`src/rtl/hsdiv_pkg.sv`:
```
package hsdiv_pkg;

    parameter int unsigned CODE_W = 8;
    parameter int unsigned NUM_CH = 4;
    parameter int unsigned SEL_W  = 4;

    localparam int unsigned ACC_W = CODE_W + 2;
    localparam int unsigned CFG_W = NUM_CH * CODE_W;
    localparam int unsigned PRE_W = (1 << SEL_W) - 1 - NUM_CH;
    localparam int unsigned IDX_W = $clog2(NUM_CH + 1);

    localparam logic [CFG_W-1:0] CFG_RESET_DEF = 32'hC641_1208;

    typedef logic [CODE_W-1:0] code_t;
    typedef logic [ACC_W-1:0]  acc_t;
    typedef logic [SEL_W-1:0]  sel_t;
    typedef logic [PRE_W-1:0]  pre_t;

    typedef struct packed {
        logic             load;
        logic [CFG_W-1:0] data;
    } cfg_wr_t;

    // Phase modulus of a channel: the code plus two half-steps.
    function automatic acc_t modulus(input code_t c);
        return acc_t'(c) + acc_t'(2);
    endfunction

    // Low (s - NUM_CH) bits set; zero for direct selections.
    function automatic pre_t pre_mask(input sel_t s);
        pre_t m;
        m = '0;
        for (int k = 0; k < int'(PRE_W); k++) begin
            if (k < int'(s) - int'(NUM_CH)) m[k] = 1'b1;
        end
        return m;
    endfunction

endpackage

```
`src/rtl/hs_cfg_reg.sv`:
```
module hs_cfg_reg
    import hsdiv_pkg::*;
#(
    parameter logic [CFG_W-1:0] RST_VAL = CFG_RESET_DEF
) (
    input  logic             clk,
    input  logic             rst,
    input  cfg_wr_t          wr,
    output logic [CFG_W-1:0] cfg_q
);

    always_ff @(posedge clk) begin
        if (rst) begin
            cfg_q <= RST_VAL;
        end else if (wr.load) begin
            cfg_q <= wr.data;
        end
    end

endmodule

```
`src/rtl/hs_div_chan.sv`:
```
module hs_div_chan
    import hsdiv_pkg::*;
(
    input  logic  clk,
    input  logic  rst,
    input  logic  clear,
    input  code_t code,
    output logic  tick
);

    // Phase advances by two half-steps per cycle and wraps modulo code+2.
    acc_t phase_q;
    acc_t phase_d;
    acc_t modv;
    acc_t sum;

    always_comb begin
        modv = modulus(code);
        sum  = phase_q + acc_t'(2);
        tick = (sum >= modv);
        if (clear) begin
            phase_d = '0;
        end else if (tick) begin
            phase_d = sum - modv;
        end else begin
            phase_d = sum;
        end
    end

    always_ff @(posedge clk) begin
        if (rst) begin
            phase_q <= '0;
        end else begin
            phase_q <= phase_d;
        end
    end

endmodule

```
`src/rtl/hs_tick_mux.sv`:
```
module hs_tick_mux
    import hsdiv_pkg::*;
(
    input  logic              clk,
    input  logic              rst,
    input  logic              clear,
    input  logic [NUM_CH-1:0] base_tick,
    input  sel_t              sel,
    output logic              sel_tick
);

    pre_t              pre_q;
    pre_t              mask;
    logic [NUM_CH:0]   pick;
    logic              slow_hit;

    // Counts pulses of the last channel since the last restart.
    always_ff @(posedge clk) begin
        if (rst || clear) begin
            pre_q <= '0;
        end else if (base_tick[NUM_CH-1]) begin
            pre_q <= pre_q + pre_t'(1);
        end
    end

    always_comb begin
        pick     = {base_tick, 1'b1};
        mask     = pre_mask(sel);
        slow_hit = base_tick[NUM_CH-1] && ((pre_q & mask) == mask);
        if (int'(sel) <= int'(NUM_CH)) begin
            sel_tick = pick[sel[IDX_W-1:0]];
        end else begin
            sel_tick = slow_hit;
        end
    end

endmodule

```
`src/rtl/hs_basediv.sv`:
```
module hs_basediv
    import hsdiv_pkg::*;
#(
    parameter logic [CFG_W-1:0] RST_VAL = CFG_RESET_DEF
) (
    input  logic              clk,
    input  logic              rst,
    input  logic              cfg_we,
    input  logic [CFG_W-1:0]  cfg_wdata,
    input  logic [SEL_W-1:0]  tick_sel,
    output logic [NUM_CH-1:0] base_tick,
    output logic              sel_tick
);

    cfg_wr_t          wr;
    logic [CFG_W-1:0] cfg_q;

    assign wr.load = cfg_we;
    assign wr.data = cfg_wdata;

    hs_cfg_reg #(
        .RST_VAL (RST_VAL)
    ) u_cfg (
        .clk   (clk),
        .rst   (rst),
        .wr    (wr),
        .cfg_q (cfg_q)
    );

    for (genvar g = 0; g < int'(NUM_CH); g++) begin : g_chan
        hs_div_chan u_chan (
            .clk   (clk),
            .rst   (rst),
            .clear (cfg_we),
            .code  (cfg_q[g*CODE_W +: CODE_W]),
            .tick  (base_tick[g])
        );
    end

    hs_tick_mux u_mux (
        .clk       (clk),
        .rst       (rst),
        .clear     (cfg_we),
        .base_tick (base_tick),
        .sel       (tick_sel),
        .sel_tick  (sel_tick)
    );

endmodule

```
`config.mk`:
```
export PLATFORM = sky130hd
export DESIGN_NAME = hs_basediv
export DESIGN_NICKNAME = d
export VERILOG_FILES = /design/src/rtl/hsdiv_pkg.sv /design/src/rtl/hs_cfg_reg.sv /design/src/rtl/hs_div_chan.sv /design/src/rtl/hs_tick_mux.sv /design/src/rtl/hs_basediv.sv
export SDC_FILE = /design/constraint.sdc
export NUM_CORES = 1
export LEC_CHECK = 0
export ABC_AREA = 1
export BUFFER_PORTS_ARGS = -buffer_cell sky130_fd_sc_hd__buf_2
export CAP_MARGIN = 20
export CORE_ASPECT_RATIO = 0.7
export CORE_MARGIN = 3
export CORE_UTILIZATION = 60
export DETAILED_ROUTE_END_ITERATION = 10
export PLACE_DENSITY_LB_ADDON = 0.3
export SYNTH_ARGS = -nofsm -noshare
export SYNTH_HDL_FRONTEND = slang
export SYNTH_SLANG_ARGS = --single-unit
```
`constraint.sdc`:
```
create_clock -name clk -period 5.15 [get_ports clk]
set_input_delay 1.2875 -clock clk [delete_from_list [all_inputs] [get_ports clk]]
set_output_delay 1.2875 -clock clk [all_outputs]
set_load 0.01 [all_outputs]
```
# After elaboration in Yosys (flattened, before gate mapping)
# Index checks and enable logic that the tools add are counted.
# word_totals
register_bits	83
latchBits	0
mem_bits_rw	0
mem_bits_ro	0
n_memories	0
# classes
n_addsub	14
n_mul	0
div_mod_pow	0
magnitude_cmp	17
eq_ne	1
shift	0
n_mux	18
bitwise_logic	1
reduce_logical	3
# op_table
op	count
$lt A4 B32 Y1 const A	4
$lt A5 B32 Y1 const A	3
$lt A3 B32 Y1 const A	2
$add A10 B2 Y10 const B	4
$ge A10 B10 Y1	4
$mux W10	4
$sub A10 B10 Y10	4
$add A8 B2 Y9 const B	4
$lt A1 B32 Y1 const A	1
$lt A2 B32 Y1 const A	1
$mux W1	13
$add A11 B1 Y11 const B	1
$and A11 B11 Y11	1
$eq A11 B11 Y1	1
$sub A4 B3 Y5 const B	1
$le A4 B3 Y1 const B	1
$lt A3 B4 Y1 const B	1
$bmux W1 S3	1
$reduce_or A2 Y1	1
$logic_and A1 B1 Y1	1
$logic_or A1 B1 Y1	1

# Longest topological paths before layout
# depth
depth_word	7
mapped_depth	17
depth_no_buf	16

# Hierarchy
# From an unflattened synthesis, not the netlist that was laid out.
# hier_totals
cells_unflattened	1096
hier_area_um2	6857.8
# by_module_without_submodules
mod	n_inst	cells_per_inst	area_per_inst_um2	seq_area_each_um2
hs_div_chan	4	194	1189.9	200.2
hs_cfg_reg	1	185	1261.2	640.6
hs_tick_mux	1	135	837.1	220.2

# Least setup slack after synthesis
# Ideal clock, no wire load.
# synth_timing
path_kind	flip-flop to output port
startpoint	reg g_chan[0].u_chan.phase_q[1]
endpoint	out base_tick[0]
arrival_time_ns	2.311
t_required_ns	3.863
setup_slack_ns	1.552
path_stages_with_launch	15
cell_sequence	dfxtp_1 > ha_1 > nand2_1 > nor2_1 > nand3_1 > xor2_1 > ha_1 > nand2_1 > inv_1 > a21oi_1 > nand3_1 > nand2_1 > nand3b_2 > buf_6 > buf_4
# synth_between
elab_chain_len	2
# synth_lines
element	line_no	source
from (decl)	hs_div_chan.sv:12	acc_t phase_q;
from (signal assigned)	hs_div_chan.sv:34	phase_q <= phase_d;
$add A10 B2 Y10	hs_div_chan.sv:19	sum = phase_q + acc_t'(2);
$ge A10 B10 Y1	hs_div_chan.sv:20	tick = (sum >= modv);
to (decl)	hs_basediv.sv:11	output logic [NUM_CH-1:0] base_tick,
# No other way between the ends.

# Worst setup path after layout
# layout_timing
startpoint	reg g_chan[0].u_chan.phase_q[1]
endpoint	out sel_tick
# layout_between
elab_chain_len	5
# layout_lines
element	line_no	source
$add A10 B2 Y10	hs_div_chan.sv:19	
$ge A10 B10 Y1	hs_div_chan.sv:20	
$bmux W1 S3	hs_tick_mux.sv:31	sel_tick = pick[sel[IDX_W-1:0]];
$mux W1 (not written as such)	hs_tick_mux.sv:31	
$mux W1	hs_tick_mux.sv:30	if (int'(sel) <= int'(NUM_CH)) begin
to (decl)	hs_basediv.sv:12	output logic sel_tick
# No other way between the ends. The select of a mux whose other input is x is not followed.

==> results.yml <==
detailed_routing:
  drt_iter0_markers: 494
  via_count: 5613
  first_pass_iters: 6
  via_per_inst: 5.66
  drt_drc_violations_left: 0
  ant_nets: 0
  wl_per_cell_um: 14.8
  wl_um: 14700
worst_setup_path:
  cp.arrival_ps: 3320
  critPathKind: "reg2out"
  rrSetupSlack_ps: 2030
  worstSetupStartpoint: "g_chan[0].u_chan.phase_q[1]"
  worstSetupStartpointType: "flop"
  r2r-end: "g_chan[0].u_chan.phase_q[7]"
  r2r-start: "g_chan[0].u_chan.phase_q[1]"
  reg2regPathDepth: 15
  crit_fanout: 17
  end_kind: "primary output"
  cp.required_ps: 3860
grt:
  grt_max_degree: 35
  grt_usage: 0.261
  grt_antenna_before_repair: 0
  grt_pass1_vias: 5443
  grt_pass1_wl_um: 24900
  overflow: 0
status:
  status: "complete, no violations"
timing:
  setup_violations: 0
  finalCriticalPeriod_ps: 4600
  timing.hold.ws_ps: 470
  rsz0062_at_grt: "false"
  worst_pin_slew_ps: 1060
  fmax_mhz: 217
  max-slew-margin-rel: 0.291
  drv_slew: 0
  tns_ps: 0
  hold_viol_final: 0
  clock_skew_ps: 6.83
  layout_setup_ws_ps: 546
  finalCritPeriodShare: 0.894
die:
  dieHeight_um: 90
  core_area_um2: 9430
  ios: 44
  rows: 29
  initial_core_util: 0.641
  dieArea_um2: 11300
  fp.dieW_um: 126
clocking:
  clock_path_buffers: 2
  cts.repair.resized: 0
  cts-hold-fix-buffers: 0
  clock_latency_ps: 350
  cts_tree: "done"
  post_cts_buffers: 0
  numCtsBuffers: 9
  cts.clk_slew.worst_paths_ps: 60
  clock_sinks: 83
  cts-htree-levels: 3
  cts_root_buffer: "clkbuf_16"
min_path:
  min-delay-start: "u_cfg.cfg_q[16]"
  hp-class: "reg2reg"
  min_delay_path_depth: 2
  hold-path-endpoint: "u_cfg.cfg_q[16]"
final_layout:
  instances_no_fill: 991
  post-route-util: 0.697
  antenna_cells: 0
  drive_gt1_frac: 0.113
  design_area_um2: 6580
  area_delta_synth_final_pct: 8.73
  nNetsFinal: 956
placed_design:
  pre_cts_slack_ps: 1020
  dpl.hpwl_um: 10800
  portBuffers: 43
  place_inst: 975
  place_area_um2: 6270
  gp_congestion: 1.01
logic_synthesis:
  yosysWarnings: 0
  ys_seq_elements: 83
  syn_nets: 927
  synth.area.top_cells: "dfxtp_1 27%, ha_1 11%, nand2_1 8.5%"
  syn_area_per_cell_um2: 7.26
  yosysTopAreaCell: "dfxtp_1"
  yosys-top-cells-count: "137 x nand2_1, 90 x nor2_1, 83 x dfxtp_1, 82 x inv_1, 61 x a21oi_1"
  synth_flop_cell: "dfxtp_1"
  ys_types: 41
  synth_edf_count: 0
  syn_inst: 833
  synth.top_cell.area_share: 0.275
  synthMostInstantiatedCell: "nand2_1"
  ys_seq_area_frac: 0.275
  synthArstFlopShare: 0
  syn-cell-area_um2: 6050
run:
  maxCapViolCount: 0
pwr:
  power_density_nw_per_um2: 482
  total_power_mw: 3.17
  ir_worst_vdd_mv: 0.239
  power_leakage_nw: 2.96
-- registers in the layout (all words and copies together), names as in the netlist --
name	count
u_cfg.cfg_q	32
u_mux.pre_q	11
g_chan.u_chan.phase_q	40
-- metal layers --
metal / part of all wire / wire (um) / vias up / track usage
li1: - / - / 2807 / -
met1: 0.46 / 6760 / 2579 / 0.351
met2: 0.45 / 6630 / 201 / 0.423
met3: 0.070 / 1030 / 26 / 0.0592
met4: 0.019 / 272 / 0 / 0.0696
met5: 0 / 0 / - / 0
-- cell families after synthesis --
family,Yosys count,synth area share
AND/OR/NAND/NOR,348,0.261
AO/OA/AOI/OAI,156,0.147
buffers and inverters,111,0.0811
flip-flops,83,0.275
XOR/XNOR,80,0.117
adder cells (fa/ha/maj),55,0.119
-- placed cells by master (no fill, tap or decap), types with 9 or more instances in the layout --
master / count
o21ai_0: 56
inv_1: 82
nor3_1: 16
xor2_1: 54
xnor2_1: 25
a21oi_2: 14
buf_2: 43
nand4_1: 12
dfxtp_1: 83
a21oi_1: 61
clkbuf_16: 9
nand3b_1: 17
nand2_1: 137
nand3_1: 54
nor2_1: 90
nand2_2: 13
ha_1: 51
-- critical path: stages (launching register included) --
cell	delay, ps
dfxtp_1	400
ha_1	210
nand2_1	60
nor2_1	270
nand3_1	150
xor2_1	180
ha_1	370
nand2_1	130
inv_1	50
a21oi_1	200
nand3_1	100
nand2_1	80
nand3b_2	290
nand2_1	150
nand3_1	80
nand2_1	70
nand2_1	50
buf_2	130
-- layout make-up --
cell class,count,area (um^2)
clock buffers,11,233
clock inverters,5,77.6
fillers,766,2860
inverters,82,308
multi-input cells,639,3900
flip-flops and latches,83,1660
well taps,124,155
repair buffers,47,245
-- worst max-delay path by stage --
stage / end / slack (ps) / cells after the start
floorplan: base_tick[0] / 1550 / 14
finish: sel_tick / 550 / 17
detailed placement: sel_tick / 1020 / 17
CTS: sel_tick / 600 / 17
global placement: sel_tick / 1110 / 17
global route: sel_tick / 330 / 17
-- power by group --
part           internal [mW]  total (mW)  switching, mW
clock                  0.423       0.691          0.268
sequential             0.753       0.839         0.0862
combinational          0.601        1.64           1.04
total                   1.78        3.17           1.40
Note: power is estimated with default switching activity, not from simulation.
